### src/rtl/pgs_pkg.sv
package pgs_pkg;
  typedef enum logic [2:0] {
    ST_IDLE,
    ST_FETCH,
    ST_EVAL,
    ST_WAIT,
    ST_SETTLE
  } seq_state_t;
endpackage

### src/rtl/pgs_slot_ram.sv
module pgs_slot_ram #(
  parameter int DW    = 16,
  parameter int DEPTH = 20,
  localparam int AW   = $clog2(DEPTH)
) (
  input  logic          clk,
  input  logic          we,
  input  logic [AW-1:0] waddr,
  input  logic [DW-1:0] wdata,
  input  logic [AW-1:0] raddr,
  output logic [DW-1:0] rdata
);
  logic [DW-1:0] mem [DEPTH];

  // synchronous read so the table maps onto block RAM
  always_ff @(posedge clk) begin
    if (we && (32'(waddr) < DEPTH)) mem[waddr] <= wdata;
    rdata <= mem[raddr];
  end
endmodule

### src/rtl/pgs_dom_hs.sv
module pgs_dom_hs (
  input  logic clk,
  input  logic rst,
  input  logic load,
  input  logic clear,
  input  logic up_set,
  input  logic dn_set,
  input  logic up_ack,
  input  logic dn_ack,
  output logic up_req,
  output logic dn_req,
  output logic pending
);
  always_ff @(posedge clk) begin
    if (rst || clear) begin
      up_req <= 1'b0;
      dn_req <= 1'b0;
    end else if (load) begin
      up_req <= up_set;
      dn_req <= dn_set & ~up_set;   // power-up wins a conflict
    end
  end

  assign pending = (up_req & ~up_ack) | (dn_req & ~dn_ack);
endmodule

### src/rtl/pgs_limit_cnt.sv
module pgs_limit_cnt #(
  parameter int W = 8
) (
  input  logic         clk,
  input  logic         rst,
  input  logic         clr,
  input  logic         inc,
  input  logic [W-1:0] limit,
  output logic         hit
);
  logic [W-1:0] cnt_q;

  always_ff @(posedge clk) begin
    if (rst || clr)      cnt_q <= '0;
    else if (inc && !hit) cnt_q <= cnt_q + 1'b1;
  end

  assign hit = (cnt_q == limit);
endmodule

### src/rtl/pgate_slot_seq.sv
module pgate_slot_seq
  import pgs_pkg::*;
#(
  parameter int NUM_DOM  = 8,
  parameter int NUM_SLOT = 20,
  parameter int SETTLE_W = 8,
  parameter int TMO_W    = 12,
  localparam int SLOT_W  = $clog2(NUM_SLOT)
) (
  input  logic                clk,
  input  logic                rst,
  input  logic                cfg_we,
  input  logic [SLOT_W-1:0]   cfg_slot,
  input  logic [NUM_DOM-1:0]  cfg_up,
  input  logic [NUM_DOM-1:0]  cfg_dn,
  input  logic [SETTLE_W-1:0] settle_cycles,
  input  logic [TMO_W-1:0]    tmo_limit,
  input  logic                sw_start,
  input  logic                hw_evt,
  output logic [NUM_DOM-1:0]  up_req,
  output logic [NUM_DOM-1:0]  dn_req,
  input  logic [NUM_DOM-1:0]  up_ack,
  input  logic [NUM_DOM-1:0]  dn_ack,
  output logic                busy,
  output logic                done,
  output logic                err,
  output logic [NUM_DOM-1:0]  dom_on
);
  localparam int ENTRY_W = 2 * NUM_DOM;

  seq_state_t          st_q;
  logic [SLOT_W-1:0]   slot_q;
  logic                busy_q, done_q, err_q;
  logic [NUM_DOM-1:0]  on_q;
  logic [ENTRY_W-1:0]  entry;
  logic [NUM_DOM-1:0]  slot_up, slot_dn, pend;
  logic                slot_empty, slot_last, all_acked;
  logic                hs_load, hs_clear, trig, adv;
  logic                tmo_hit, settle_hit, settle_zero;

  // slot table: upper half power-up mask, lower half power-down mask
  pgs_slot_ram #(.DW(ENTRY_W), .DEPTH(NUM_SLOT)) slot_ram_i (
    .clk   (clk),
    .we    (cfg_we),
    .waddr (cfg_slot),
    .wdata ({cfg_up, cfg_dn}),
    .raddr (slot_q),
    .rdata (entry)
  );

  assign slot_up    = entry[ENTRY_W-1:NUM_DOM];
  assign slot_dn    = entry[NUM_DOM-1:0];
  assign slot_empty = (slot_up == '0) && (slot_dn == '0);
  assign slot_last  = (slot_q == SLOT_W'(NUM_SLOT - 1));
  assign hs_load    = (st_q == ST_EVAL) && !slot_empty;
  assign all_acked  = ~|pend;
  assign hs_clear   = (st_q == ST_WAIT) && (all_acked || tmo_hit);
  assign trig       = (st_q == ST_IDLE) && (sw_start || hw_evt);
  assign settle_zero = (settle_cycles == '0);

  for (genvar d = 0; d < NUM_DOM; d++) begin : g_dom
    pgs_dom_hs dom_hs_i (
      .clk     (clk),
      .rst     (rst),
      .load    (hs_load),
      .clear   (hs_clear),
      .up_set  (slot_up[d]),
      .dn_set  (slot_dn[d]),
      .up_ack  (up_ack[d]),
      .dn_ack  (dn_ack[d]),
      .up_req  (up_req[d]),
      .dn_req  (dn_req[d]),
      .pending (pend[d])
    );
  end

  pgs_limit_cnt #(.W(TMO_W)) tmo_cnt_i (
    .clk   (clk),
    .rst   (rst),
    .clr   (hs_load),
    .inc   (st_q == ST_WAIT),
    .limit (tmo_limit),
    .hit   (tmo_hit)
  );

  pgs_limit_cnt #(.W(SETTLE_W)) settle_cnt_i (
    .clk   (clk),
    .rst   (rst),
    .clr   (st_q == ST_WAIT),
    .inc   (st_q == ST_SETTLE),
    .limit (settle_cycles - 1'b1),
    .hit   (settle_hit)
  );

  // conditions under which the current slot is finished
  always_comb begin
    adv = 1'b0;
    unique case (st_q)
      ST_EVAL:   adv = slot_empty;
      ST_WAIT:   adv = all_acked && settle_zero;
      ST_SETTLE: adv = settle_hit;
      default:   adv = 1'b0;
    endcase
  end

  always_ff @(posedge clk) begin
    if (rst) begin
      st_q   <= ST_IDLE;
      slot_q <= '0;
      busy_q <= 1'b0;
      done_q <= 1'b0;
      err_q  <= 1'b0;
      on_q   <= '0;
    end else begin
      done_q <= 1'b0;
      unique case (st_q)
        ST_IDLE: begin
          if (trig) begin
            st_q   <= ST_FETCH;
            slot_q <= '0;
            busy_q <= 1'b1;
            err_q  <= 1'b0;
          end
        end
        ST_FETCH: st_q <= ST_EVAL;
        ST_EVAL: begin
          if (!slot_empty) st_q <= ST_WAIT;
        end
        ST_WAIT: begin
          if (all_acked) begin
            on_q <= (on_q | up_req) & ~dn_req;
            if (!settle_zero) st_q <= ST_SETTLE;
          end else if (tmo_hit) begin
            err_q  <= 1'b1;
            busy_q <= 1'b0;
            st_q   <= ST_IDLE;
          end
        end
        ST_SETTLE: ;
        default: st_q <= ST_IDLE;
      endcase
      if (adv) begin
        if (slot_last) begin
          st_q   <= ST_IDLE;
          busy_q <= 1'b0;
          done_q <= 1'b1;
        end else begin
          slot_q <= slot_q + 1'b1;
          st_q   <= ST_FETCH;
        end
      end
    end
  end

  assign busy   = busy_q;
  assign done   = done_q;
  assign err    = err_q;
  assign dom_on = on_q;
endmodule

### config.mk
export PLATFORM = sky130hd
export DESIGN_NAME = pgate_slot_seq
export DESIGN_NICKNAME = d
export VERILOG_FILES = /design/src/rtl/pgs_pkg.sv /design/src/rtl/pgs_slot_ram.sv /design/src/rtl/pgs_dom_hs.sv /design/src/rtl/pgs_limit_cnt.sv /design/src/rtl/pgate_slot_seq.sv
export SDC_FILE = /design/constraint.sdc
export NUM_CORES = 1
export LEC_CHECK = 0
export ABC_AREA = 0
export BUFFER_PORTS_ARGS = -buffer_cell sky130_fd_sc_hd__buf_4
export CAP_MARGIN = 20
export CORE_ASPECT_RATIO = 1.25
export CORE_MARGIN = 5
export CORE_UTILIZATION = 30
export CTS_BUF_LIST = sky130_fd_sc_hd__clkbuf_4
export DETAILED_ROUTE_END_ITERATION = 10
export PLACE_DENSITY = 0.57
export SLEW_MARGIN = 5
export SYNTH_ARGS = -nofsm -noshare
export SYNTH_HDL_FRONTEND = slang
export SYNTH_HIERARCHICAL = 1
export SYNTH_SLANG_ARGS = --single-unit
### constraint.sdc
create_clock -name clk -period 3.3 [get_ports clk]
set_input_delay 0.66 -clock clk [delete_from_list [all_inputs] [get_ports clk]]
set_output_delay 0.66 -clock clk [all_outputs]
set_load 0.01 [all_outputs]
==> results.sh <==
export IMPL_fmax_mhz=390.9
export IMPL_dp_cells=1735
export IMPL_detail_route_first_pass_iterations=5
export IMPL_worst_setup_hold_path_clk_slew_ps=70
export IMPL_detailedPlace_worstSlack_ps=-32.29
export IMPL_synth_top_cell_area_share=0.6085
export IMPL_dieWidth_um=215.2
export IMPL_crit_end="st_q[1]$_SDFFE_PP0P_"
export IMPL_design_core_area_um2=52340
export IMPL_final_period_minus_worst_setup_slack_ps=2558
export IMPL_synth_largest_area_cell="sky130_fd_sc_hd__edfxtp_1"
export IMPL_filler_cell_count=4983
export IMPL_cts_hold_repair_buffers=0
export IMPL_critPathRequiredTime_ps=3940
export IMPL_setup_repair_after_global_routing_missed_its_margin="false"
export IMPL_cts_sinks=391
export IMPL_post_cts_setup_buffers=0
export IMPL_ant_nets=0
export IMPL_overall_routing_resource_usage=0.1291
export IMPL_synth_cell_type_count=64
export IMPL_synth_edf_count=320
export IMPL_timing_hold_ws_ps=214.8
export IMPL_relSlewSlack=0.4376
export IMPL_share_of_the_synthesized_netlist_area_taken_by_xor_and_xnor_gates=0.01719
export IMPL_worst_r2r_path_depth=7
export IMPL_layout_area_overhead_vs_synth_pct=17.99
export IMPL_worstHoldPathCells=1
export IMPL_worstSetupStartpoint="settle_cycles[5]"
export IMPL_commonest_non_fill_non_tap_cell_in_the_layout="sky130_fd_sc_hd__edfxtp_1"
export IMPL_synthCells=970
export IMPL_totalWireLength_um=37300
export IMPL_place_detailed_hpwl_um=23330
export IMPL_grt_first_pass_wirelength_um=57040
export IMPL_netlist_top_cells_area="sky130_fd_sc_hd__edfxtp_1, sky130_fd_sc_hd__dfxtp_1, sky130_fd_sc_hd__mux4_2"
export IMPL_drv_cap=0
export IMPL_synth_area_mux_share=0.1206
export IMPL_io_pin_count=89
export IMPL_cts_resized=0
export IMPL_grt_pass1_vias=9697
export IMPL_setup_worst_path_start_class="primary input"
export IMPL_syn_num_nets=1037
export IMPL_final_critical_path_setup_slack_ps=741.7
export IMPL_final_setup_violations=0
export IMPL_detailroute_via_count=9294
export IMPL_hold_path_class="primary input to flip-flop"
export IMPL_r2r_start="g_dom[1].dom_hs_i/dn_req$_SDFFE_PP0P_"
export IMPL_skew_ps=44.39
export IMPL_ys_seq_elements=391
export IMPL_post_route_cells_drive_above_1_share=0.2962
export IMPL_final_util=0.3560
export IMPL_syn_mean_instance_area_um2=16.28
export IMPL_timing_worst_setup_path_type="primary input to flip-flop"
export IMPL_drt_first_iter_violations=488
export IMPL_post_route_period_util=0.7752
export IMPL_compound_gate_fraction_of_synth_area=0.06132
export IMPL_status="complete, no violations"
export IMPL_grt_antenna_before_repair=4
export IMPL_power_leakage_nw=6.038
export IMPL_critical_path_endpoint_type="flip-flop"
export IMPL_mappedNetlistArea_um2=15790
export IMPL_timing_final_hold_violations=0
export IMPL_tightestPinTransition_ps=843.7
export IMPL_die_height_um=266.5
export IMPL_arrival_ps=3200
export IMPL_power_density_nw_per_um2=529.8
export IMPL_seq_area_frac_synth=0.6985
export IMPL_largest_family_of_logic_cells_by_synthesized_area="multiplexers"
export IMPL_ys_async_sr_fraction=0
export IMPL_seq_area_um2=11040
export IMPL_min_delay_start="cfg_up[5]"
export IMPL_instances_no_fill=1912
export IMPL_layout_nets=1226
export IMPL_yosys_most_used_dff="sky130_fd_sc_hd__edfxtp_1"
export IMPL_initial_core_utilization=0.3017
export IMPL_finalMaxSlewViolations=0
export IMPL_site_rows=94
export IMPL_synth_yosys_warnings=6
export IMPL_synthSimpleGateAreaFrac=0.07352
export IMPL_worst_skew_late_latency_ps=770
export IMPL_gr_total_overflow=0
export IMPL_final_cell_mix="sky130_fd_sc_hd__edfxtp_1, sky130_fd_sc_hd__clkbuf_4, sky130_fd_sc_hd__buf_4"
export IMPL_gp_congestion=0.7643
export IMPL_drt_drc_violations_left=0
export IMPL_port_buffers=88
export IMPL_worst_r2r_setup_slack_ps=1100
export IMPL_synth_adder_area_share=0.003961
export IMPL_finalInstanceArea_um2=18630
export IMPL_worst_ir_drop_vdd_uv=219.1
export IMPL_cts_root_buffer="sky130_fd_sc_hd__clkbuf_4"
export IMPL_grt_max_degree=45
export IMPL_design_die_area_um2=57360
export IMPL_multi_input_comb_area_um2=4398
export IMPL_h_tree_depth=3
export IMPL_vias_per_cell=4.861
export IMPL_timing_critical_path_fanout_max=6
export IMPL_cts_tree="built"
export IMPL_postPlaceCellArea_um2=17420
export IMPL_cts_buffer_depth=3
export IMPL_routed_wire_length_per_instance_um=19.51
export IMPL_critical_path_reg2reg_endpoint="slot_q[0]$_SDFF_PP0_"
export IMPL_cts_inserted_buffers=94
-- worst min-delay path by stage --
stage	end	slack, ps
after floorplan	settle_cnt_i/cnt_q[7]$_SDFFE_PP0P_	460
after global placement	settle_cnt_i/cnt_q[7]$_SDFFE_PP0P_	480
after detailed placement	settle_cnt_i/cnt_q[7]$_SDFFE_PP0P_	480
after CTS	slot_ram_i/mem[3][13]$_DFFE_PP_	100
after global routing	slot_ram_i/mem[10][14]$_DFFE_PP_	160
final	slot_ram_i/mem[3][13]$_DFFE_PP_	210
-- cells in the mapped netlist (8+ instances only) --
cell type and number:
sky130_fd_sc_hd__nor3_1 18, sky130_fd_sc_hd__nand2_1 39, sky130_fd_sc_hd__mux2i_1 80, sky130_fd_sc_hd__nor2_1 39, sky130_fd_sc_hd__dfxtp_1 71, sky130_fd_sc_hd__mux4_2 49
sky130_fd_sc_hd__nand3b_1 9, sky130_fd_sc_hd__or3_1 8, sky130_fd_sc_hd__nand3_1 26, sky130_fd_sc_hd__a21oi_1 39, sky130_fd_sc_hd__clkbuf_1 13, sky130_fd_sc_hd__a211oi_2 8
sky130_fd_sc_hd__o22ai_1 19, sky130_fd_sc_hd__o21ai_0 9, sky130_fd_sc_hd__nand2b_1 11, sky130_fd_sc_hd__edfxtp_1 320, sky130_fd_sc_hd__a211oi_1 11, sky130_fd_sc_hd__nor4_1 8
sky130_fd_sc_hd__a221oi_1 15, sky130_fd_sc_hd__o21ai_1 8, sky130_fd_sc_hd__inv_1 27, sky130_fd_sc_hd__xor2_1 25
-- power by group --
| part | switching (mW) | leakage (nW) | internal (mW) |
|---|---|---|---|
| combinational | 0.321 | 1.85 | 0.223 |
| clock | 1.88 | 0.725 | 1.97 |
| sequential | 0.0614 | 3.46 | 5.42 |
-- metal layers --
layer	wire, um	GRT usage	share of wire
met5	8	0	0.00021
met4	768	0.04880	0.021
met1	15840	0.1603	0.42
met2	18410	0.2190	0.49
met3	2272	0.03210	0.061
-- critical path, stage by stage --
cell	delay [ps]
sky130_fd_sc_hd__buf_4	120
sky130_fd_sc_hd__or4_1	580
sky130_fd_sc_hd__nor4_1	260
sky130_fd_sc_hd__xor2_1	220
sky130_fd_sc_hd__xor2_1	190
sky130_fd_sc_hd__nor4_2	80
sky130_fd_sc_hd__and2_1	160
sky130_fd_sc_hd__nand2_1	50
sky130_fd_sc_hd__o21ai_1	140
sky130_fd_sc_hd__or3_4	380
sky130_fd_sc_hd__a2111oi_1	350
-- layout make-up --
type                            instances  area share
Sequential cell                       391      0.5922
Multi-Input combinational cell        511      0.2360
Clock buffer                          141     0.05681
Timing Repair Buffer                  134     0.05600
Tap cell                              672     0.04512
Clock inverter                         35    0.008259
Inverter                               27    0.005439
Antenna cell                            1   0.0001343
-- kinds of logic after synthesis --
group	after synthesis
DFF	391
and+or+nand+nor	208
AOI/OAI and AO/OA	138
xor gates and xnor gates	31
adders and majority gates	5
buffers and inverters	68
muxes	129
-- registers in the layout (all words and copies together) (netlist names), 3 cells and up --
name	cells
settle_cnt_i/cnt_q	8
slot_q	5
dom_on	8
g_dom.dom_hs_i/dn_req	8
slot_ram_i/rdata	16
st_q	3
tmo_cnt_i/cnt_q	12
slot_ram_i/mem	320
g_dom.dom_hs_i/up_req	8
-- through the flow --
stage / setup TNS [ps] / total power [mW]
floorplan: 0 / 5.863
global placement: 0 / 6.118
detailed placement: -57.11 / 6.135
CTS: 0 / 10.05
global route: 0 / 10.36
finish: 0 / 9.872
No activity file was read; power rests on OpenSTA's default activity.
